==> src/rtl/fwd_pkg.sv <==
package fwd_pkg;

   localparam int OPC_W = 6;

   localparam logic [OPC_W-1:0] OPC_REG     = 6'h00;
   localparam logic [OPC_W-1:0] OPC_BR_Z    = 6'h04;
   localparam logic [OPC_W-1:0] OPC_BR_NZ   = 6'h05;
   localparam logic [OPC_W-1:0] OPC_LOAD    = 6'h23;
   localparam logic [OPC_W-1:0] OPC_STORE   = 6'h2B;

   typedef enum logic [1:0] {
      SRC_RF  = 2'b00,
      SRC_EXM = 2'b01,
      SRC_MWB = 2'b10
   } fwd_src_e;

   typedef enum logic [2:0] {
      CL_REG, CL_IMM, CL_LOAD, CL_STORE, CL_BRANCH, CL_OTHER
   } iclass_e;

   function automatic iclass_e classify(input logic [OPC_W-1:0] op);
      if (op == OPC_REG)                       return CL_REG;
      else if (op[OPC_W-1:3] == 3'b001)        return CL_IMM;
      else if (op == OPC_LOAD)                 return CL_LOAD;
      else if (op == OPC_STORE)                return CL_STORE;
      else if (op == OPC_BR_Z || op == OPC_BR_NZ) return CL_BRANCH;
      else                                     return CL_OTHER;
   endfunction

endpackage

==> src/rtl/fwd_decode.sv <==
module fwd_decode
   import fwd_pkg::*;
#(
   parameter int IR_W       = 32,
   parameter int REG_W      = 5,
   parameter bit LOAD_SRC   = 1'b1,
   parameter bit ZERO_FIXED = 1'b1
) (
   input  logic [IR_W-1:0]  ir,
   output logic             dst_ok,
   output logic [REG_W-1:0] dst
);
   localparam int F2_HI = IR_W - OPC_W - REG_W - 1;
   localparam int F3_HI = F2_HI - REG_W;
   localparam int LOW_HI = F3_HI - REG_W;

   if (IR_W <= OPC_W + 3*REG_W) begin : g_bad_width
      $error("fwd_decode: IR_W too small for the field layout");
   end

   iclass_e          cls;
   logic             writes;
   logic [REG_W-1:0] f2, f3;
   logic             unused_bits;

   assign cls = classify(ir[IR_W-1 -: OPC_W]);
   assign f2  = ir[F2_HI -: REG_W];
   assign f3  = ir[F3_HI -: REG_W];
   assign unused_bits = ^{ir[IR_W-OPC_W-1 -: REG_W], ir[LOW_HI:0]};

   always_comb begin
      writes = 1'b0;
      dst    = '0;
      unique case (cls)
         CL_REG:  begin writes = 1'b1;     dst = f3; end
         CL_IMM:  begin writes = 1'b1;     dst = f2; end
         CL_LOAD: begin writes = LOAD_SRC; dst = f2; end
         default: begin writes = 1'b0;     dst = '0; end
      endcase
   end

   if (ZERO_FIXED) begin : g_zero_fixed
      assign dst_ok = writes && (dst != '0);
   end else begin : g_zero_free
      assign dst_ok = writes;
   end

endmodule

==> src/rtl/fwd_pick.sv <==
module fwd_pick
   import fwd_pkg::*;
#(
   parameter int REG_W = 5
) (
   input  logic             need,
   input  logic [REG_W-1:0] src,
   input  logic             exm_ok,
   input  logic [REG_W-1:0] exm_dst,
   input  logic             mwb_ok,
   input  logic [REG_W-1:0] mwb_dst,
   output logic [1:0]       sel
);
   always_comb begin
      sel = SRC_RF;
      if (need) begin
         if (exm_ok && (exm_dst == src))      sel = SRC_EXM;
         else if (mwb_ok && (mwb_dst == src)) sel = SRC_MWB;
      end
   end
endmodule

==> src/rtl/fwd_select.sv <==
module fwd_select
   import fwd_pkg::*;
#(
   parameter int IR_W       = 32,
   parameter int REG_W      = 5,
   parameter bit ZERO_FIXED = 1'b1
) (
   input  logic [IR_W-1:0] ir_ex,
   input  logic [IR_W-1:0] ir_mem,
   input  logic [IR_W-1:0] ir_wb,
   output logic [1:0]      sel_op_a,
   output logic [1:0]      sel_op_b,
   output logic [1:0]      sel_st_data,
   output logic [1:0]      sel_zero
);
   localparam int N_DST = 4;
   localparam int F1_HI = IR_W - OPC_W - 1;
   localparam int F2_HI = F1_HI - REG_W;
   localparam int REST_HI = F2_HI - REG_W;

   if (REG_W < 1 || IR_W <= OPC_W + 3*REG_W) begin : g_bad_param
      $error("fwd_select: illegal IR_W/REG_W combination");
   end

   iclass_e          ex_cls, mem_cls;
   logic [REG_W-1:0] rs1, rs2;
   logic             unused_ex_bits;
   logic             exm_ok, mwb_ok;
   logic [REG_W-1:0] exm_dst, mwb_dst;
   logic             need [N_DST];
   logic [REG_W-1:0] src  [N_DST];
   logic [1:0]       sel  [N_DST];

   assign ex_cls  = classify(ir_ex[IR_W-1 -: OPC_W]);
   assign mem_cls = classify(ir_mem[IR_W-1 -: OPC_W]);
   assign rs1 = ir_ex[F1_HI -: REG_W];
   assign rs2 = ir_ex[F2_HI -: REG_W];
   assign unused_ex_bits = ^ir_ex[REST_HI:0];

   fwd_decode #(.IR_W(IR_W), .REG_W(REG_W), .LOAD_SRC(1'b0), .ZERO_FIXED(ZERO_FIXED))
      u_dec_mem (.ir(ir_mem), .dst_ok(exm_ok), .dst(exm_dst));

   fwd_decode #(.IR_W(IR_W), .REG_W(REG_W), .LOAD_SRC(1'b1), .ZERO_FIXED(ZERO_FIXED))
      u_dec_wb  (.ir(ir_wb), .dst_ok(mwb_ok), .dst(mwb_dst));

   // consumer enables: 0 = op A, 1 = op B, 2 = store data, 3 = zero test
   assign need[0] = (ex_cls == CL_REG) || (ex_cls == CL_IMM) ||
                    (ex_cls == CL_LOAD) || (ex_cls == CL_STORE);
   assign need[1] = (ex_cls == CL_REG);
   assign need[2] = (ex_cls == CL_STORE);
   assign need[3] = (ex_cls == CL_BRANCH);
   assign src[0]  = rs1;
   assign src[1]  = rs2;
   assign src[2]  = rs2;
   assign src[3]  = rs1;

   for (genvar i = 0; i < N_DST; i++) begin : g_dst
      fwd_pick #(.REG_W(REG_W)) u_pick (
         .need    (need[i]),
         .src     (src[i]),
         .exm_ok  (exm_ok),
         .exm_dst (exm_dst),
         .mwb_ok  (mwb_ok),
         .mwb_dst (mwb_dst),
         .sel     (sel[i])
      );

      always_comb begin
         assert_sel_code_R1: assert (sel[i] != 2'b11)
            else $error("select %0d produced reserved code", i);
         assert_newest_wins_R8: assert (!(need[i] && exm_ok && exm_dst == src[i]) ||
                                        sel[i] == SRC_EXM)
            else $error("select %0d ignored a newer producer", i);
         assert_no_load_exm_R10: assert (mem_cls != CL_LOAD || sel[i] != SRC_EXM)
            else $error("select %0d bypassed from a load in EX/MEM", i);
         if (ZERO_FIXED) begin
            assert_no_zero_R9: assert (src[i] != '0 || sel[i] == SRC_RF)
               else $error("select %0d forwarded register 0", i);
         end
      end
   end

   assign sel_op_a    = sel[0];
   assign sel_op_b    = sel[1];
   assign sel_st_data = sel[2];
   assign sel_zero    = sel[3];

   always_comb begin
      assert_b_idle_R3: assert (ex_cls == CL_REG || sel_op_b == SRC_RF)
         else $error("operand B select active for non register-register consumer");
      assert_zero_idle_R5: assert (ex_cls == CL_BRANCH || sel_zero == SRC_RF)
         else $error("zero-test select active for non-branch consumer");
   end

endmodule

==> config.mk <==
export PLATFORM = sky130hd
export DESIGN_NAME = fwd_select
export DESIGN_NICKNAME = d
export VERILOG_FILES = /design/src/rtl/fwd_pkg.sv /design/src/rtl/fwd_decode.sv /design/src/rtl/fwd_pick.sv /design/src/rtl/fwd_select.sv
export SDC_FILE = /design/constraint.sdc
export NUM_CORES = 1
export LEC_CHECK = 0
export ABC_CLOCK_PERIOD_IN_PS = 8400
export BUFFER_PORTS_ARGS = -buffer_cell sky130_fd_sc_hd__buf_2
export CORE_AREA = 2 2 49 51
export DETAILED_ROUTE_END_ITERATION = 6
export DIE_AREA = 0 0 51 53
export PLACE_DENSITY = 0.86
export SKIP_LAST_GASP = 1
export SLEW_MARGIN = 40
export SYNTH_ARGS = -nofsm -noshare
export SYNTH_HDL_FRONTEND = slang
export SYNTH_SLANG_ARGS = --single-unit
==> constraint.sdc <==
create_clock -name vclk -period 8.4
set_clock_uncertainty 0.2 [all_clocks]
set_input_delay 2.1 -clock vclk [all_inputs]
set_output_delay 2.1 -clock vclk [all_outputs]
set_load 0.02 [all_outputs]
==> flow_summary.toml <==
[cells_and_area]
ff_latch_area_um2 = 0
nClkBuffers = 0
diodes = 0
syn2layout_area_growth_pct = 45.47
drive_gt1_share_pct = 42.58
final_area_um2 = 1025
nets = 253
design.seq.count = 0

[route]
drc = 0
viasPerCell = 5.464
wl_per_cell_um = 12.13
drtPass1Iterations = 4
antenna_left = 0
drtIter0Drc = 12
drt_wl_total_mm = 2.220
vias = 1000

[global_route]
grt_usage_pct = 16.37
antenna_found_initial = 0
grt_pass1_wl_mm = 3.546
grt_pass1_vias = 902
grt_max_degree = 8
use_met2_pct = 33.33
top_usage_layer = "met2"
use_met1_pct = 19.70
overflow = 0
grtUsageMet3_pct = 0.8475

[synthesis]
synth_top_area_cell = "xnor2_1"
syn_nets = 195
synth_area_per_cell_um2 = 7.115
synth_area_leaders = "xnor2_1 12%, o31ai_1 7.5%, a22o_1 7.5%"
ys_seq_area_share_pct = 0
synth_cell_types = 29
yosysTopAreaCellShare_pct = 12.43
syn_inst = 99
synth_area_um2 = 704.4
ys_warn_count = 0

[pwr]
p_comb_share_pct = 100.0
power_density_nw_per_um2 = 34.94
ir_worst_vdd_mv = 0.01571
seqPwrFrac_pct = 0
leakagePower_nw = 0.4463
switchingPower_mw = 0.01846
p_clk_share_pct = 0
internal_power_mw = 0.01734
swShare_pct = 51.56

[placement]
portBuffers = 56
gp_congestion = 0.7585
hpwlAfterDp_mm = 1.993
dpl_cell_area_um2 = 1020

[sta]
rsz0062_at_grt = "false"
hold_violations = 0
tightest_slew_ns = 0.5196
holdWs_ns = 4.374
fmax_mhz = 155.9
setup_viol = 0
slew_headroom_pct = 65.15
drv_slew = 0
fin_crit_sh_pct = 76.36
period_needed_ns = 6.414
finalSetupTns_ns = 0

[floorplan]
initial_utilization_pct = 32.79
die_y_um = 53
row_count = 17
ios = 104
dieArea_um2 = 2703
dieWidth_um = 51
coreArea_um2 = 2148

[outcome]
outcome = "finished, final reports clean"

[run]
maxCapViolCount = 0

[clocking]
postCtsSetupRepairBufs = 0
ctsResizeCount = 0
ctsHoldBuffers = 0

[critical_path]
startpoint = "ir_wb[29]"
worstPathRequired_ns = 6.10
cp-start-kind = "primary input"
cp_max_fo = 7
cp.arrival_ns = 4.11
endpoint_kind = "output port"
endpoint = "sel_st_data[1]"
criticalPathCategory = "in2out"

[worst_hold_path]
min_path_type = "in2out"
hp-start = "ir_ex[28]"
[metal layers]
layer / vias to the layer above / wire, um
met1: 444 / 914
met2: 42 / 1103
met4: 0 / 0
met3: 0 / 202
li1: 514 / -
met5: - / 0
[how the worst min path moves through the flow]
stage	to	slack (ns)	depth (start not counted)
finish	sel_zero[1]	4.37	4
global route	sel_zero[1]	4.41	4
CTS	sel_zero[1]	4.38	4
detailed placement	sel_zero[1]	4.38	4
global placement	sel_zero[1]	4.38	4
floorplan	sel_zero[1]	4.14	2
[cells in the mapped netlist]
cell       n
nand2b_1   2
nor2_1     4
nor3_1     1
a21oi_1    3
nand4_1    5
and3_1     4
and2_1     4
a221o_1    2
nor3b_2    1
xor2_1     4
o21bai_1   1
a31o_2     2
nand4b_1   1
nor3_2     1
o31ai_1    7
nor3b_1    2
or3_1      2
a32oi_1    2
mux2i_1    2
inv_1      5
nand3_1    9
nand2_1    3
xnor2_1   10
or4_1      4
or3b_1     1
nor4_2     3
or3b_2     2
a22o_1     6
nor4_1     6
[critical path, cell delays in order]
cell and delay (ns):
buf_2 0.11, or4_1 0.53, nor3_2 0.34, a22o_1 0.27, xnor2_1 0.14, nand4_1 0.14
nor4_1 0.27, buf_2 0.21
[power groups by stage]
stage          Sequential (mW)  Combinational, mW  Clock (mW)
3_3_place_gp                 0             0.0345           0
4_1_cts                      0             0.0354           0
5_1_grt                      0             0.0398           0
2_1_floorplan                0             0.0158           0
6_report                     0             0.0358           0
3_5_place_dp                 0             0.0353           0
[through the flow]
stage | utilization [%] | instances | worst slack, ns | power (mW)
floorplan | - | 99 | 1.990 | 0.01580
global placement | 47.47 | 183 | 2.004 | 0.03453
detailed placement | 47.47 | 183 | 1.978 | 0.03528
CTS | 47.47 | 183 | 1.979 | 0.03542
global route | 47.70 | 183 | 1.757 | 0.03984
finish | 47.70 | 183 | 1.986 | 0.03581
[cell type report]
| cell class | count | area (um2) |
|---|---|---|
| Fill cell | 230 | 1124 |
| Multi-Input combinational cell | 94 | 690.7 |
| Inverter | 5 | 18.77 |
| Timing Repair Buffer | 56 | 280.3 |
| Tap cell | 28 | 35.03 |
[cell usage in the layout, fill, tap and decap left out, types with 2 or more instances in the layout]
| master | instances |
|---|---|
| inv_1 | 5 |
| a221o_1 | 2 |
| nand2b_1 | 2 |
| a22o_1 | 6 |
| and3_1 | 4 |
| nand3_1 | 9 |
| or3_1 | 2 |
| nand4_1 | 5 |
| nor4_1 | 6 |
| buf_2 | 56 |
| xor2_1 | 4 |
| or4_1 | 4 |
| nor4_2 | 3 |
| nand2_1 | 3 |
| nor3b_1 | 2 |
| mux2i_1 | 2 |
| a32oi_1 | 2 |
| a31o_2 | 2 |
| o31ai_1 | 6 |
| and2_1 | 4 |
| or3b_2 | 2 |
| nor2_1 | 4 |
| a21oi_1 | 3 |
| xnor2_1 | 10 |
[cells by family after synthesis]
logic type | share of synthesized area [%]
and+or+nand+nor | 51.15
xor gates and xnor gates | 17.41
muxes | 2.842
buffers and inverters | 2.665
AOI/OAI and AO/OA | 25.93
Note: power is estimated with default switching activity, not from simulation.
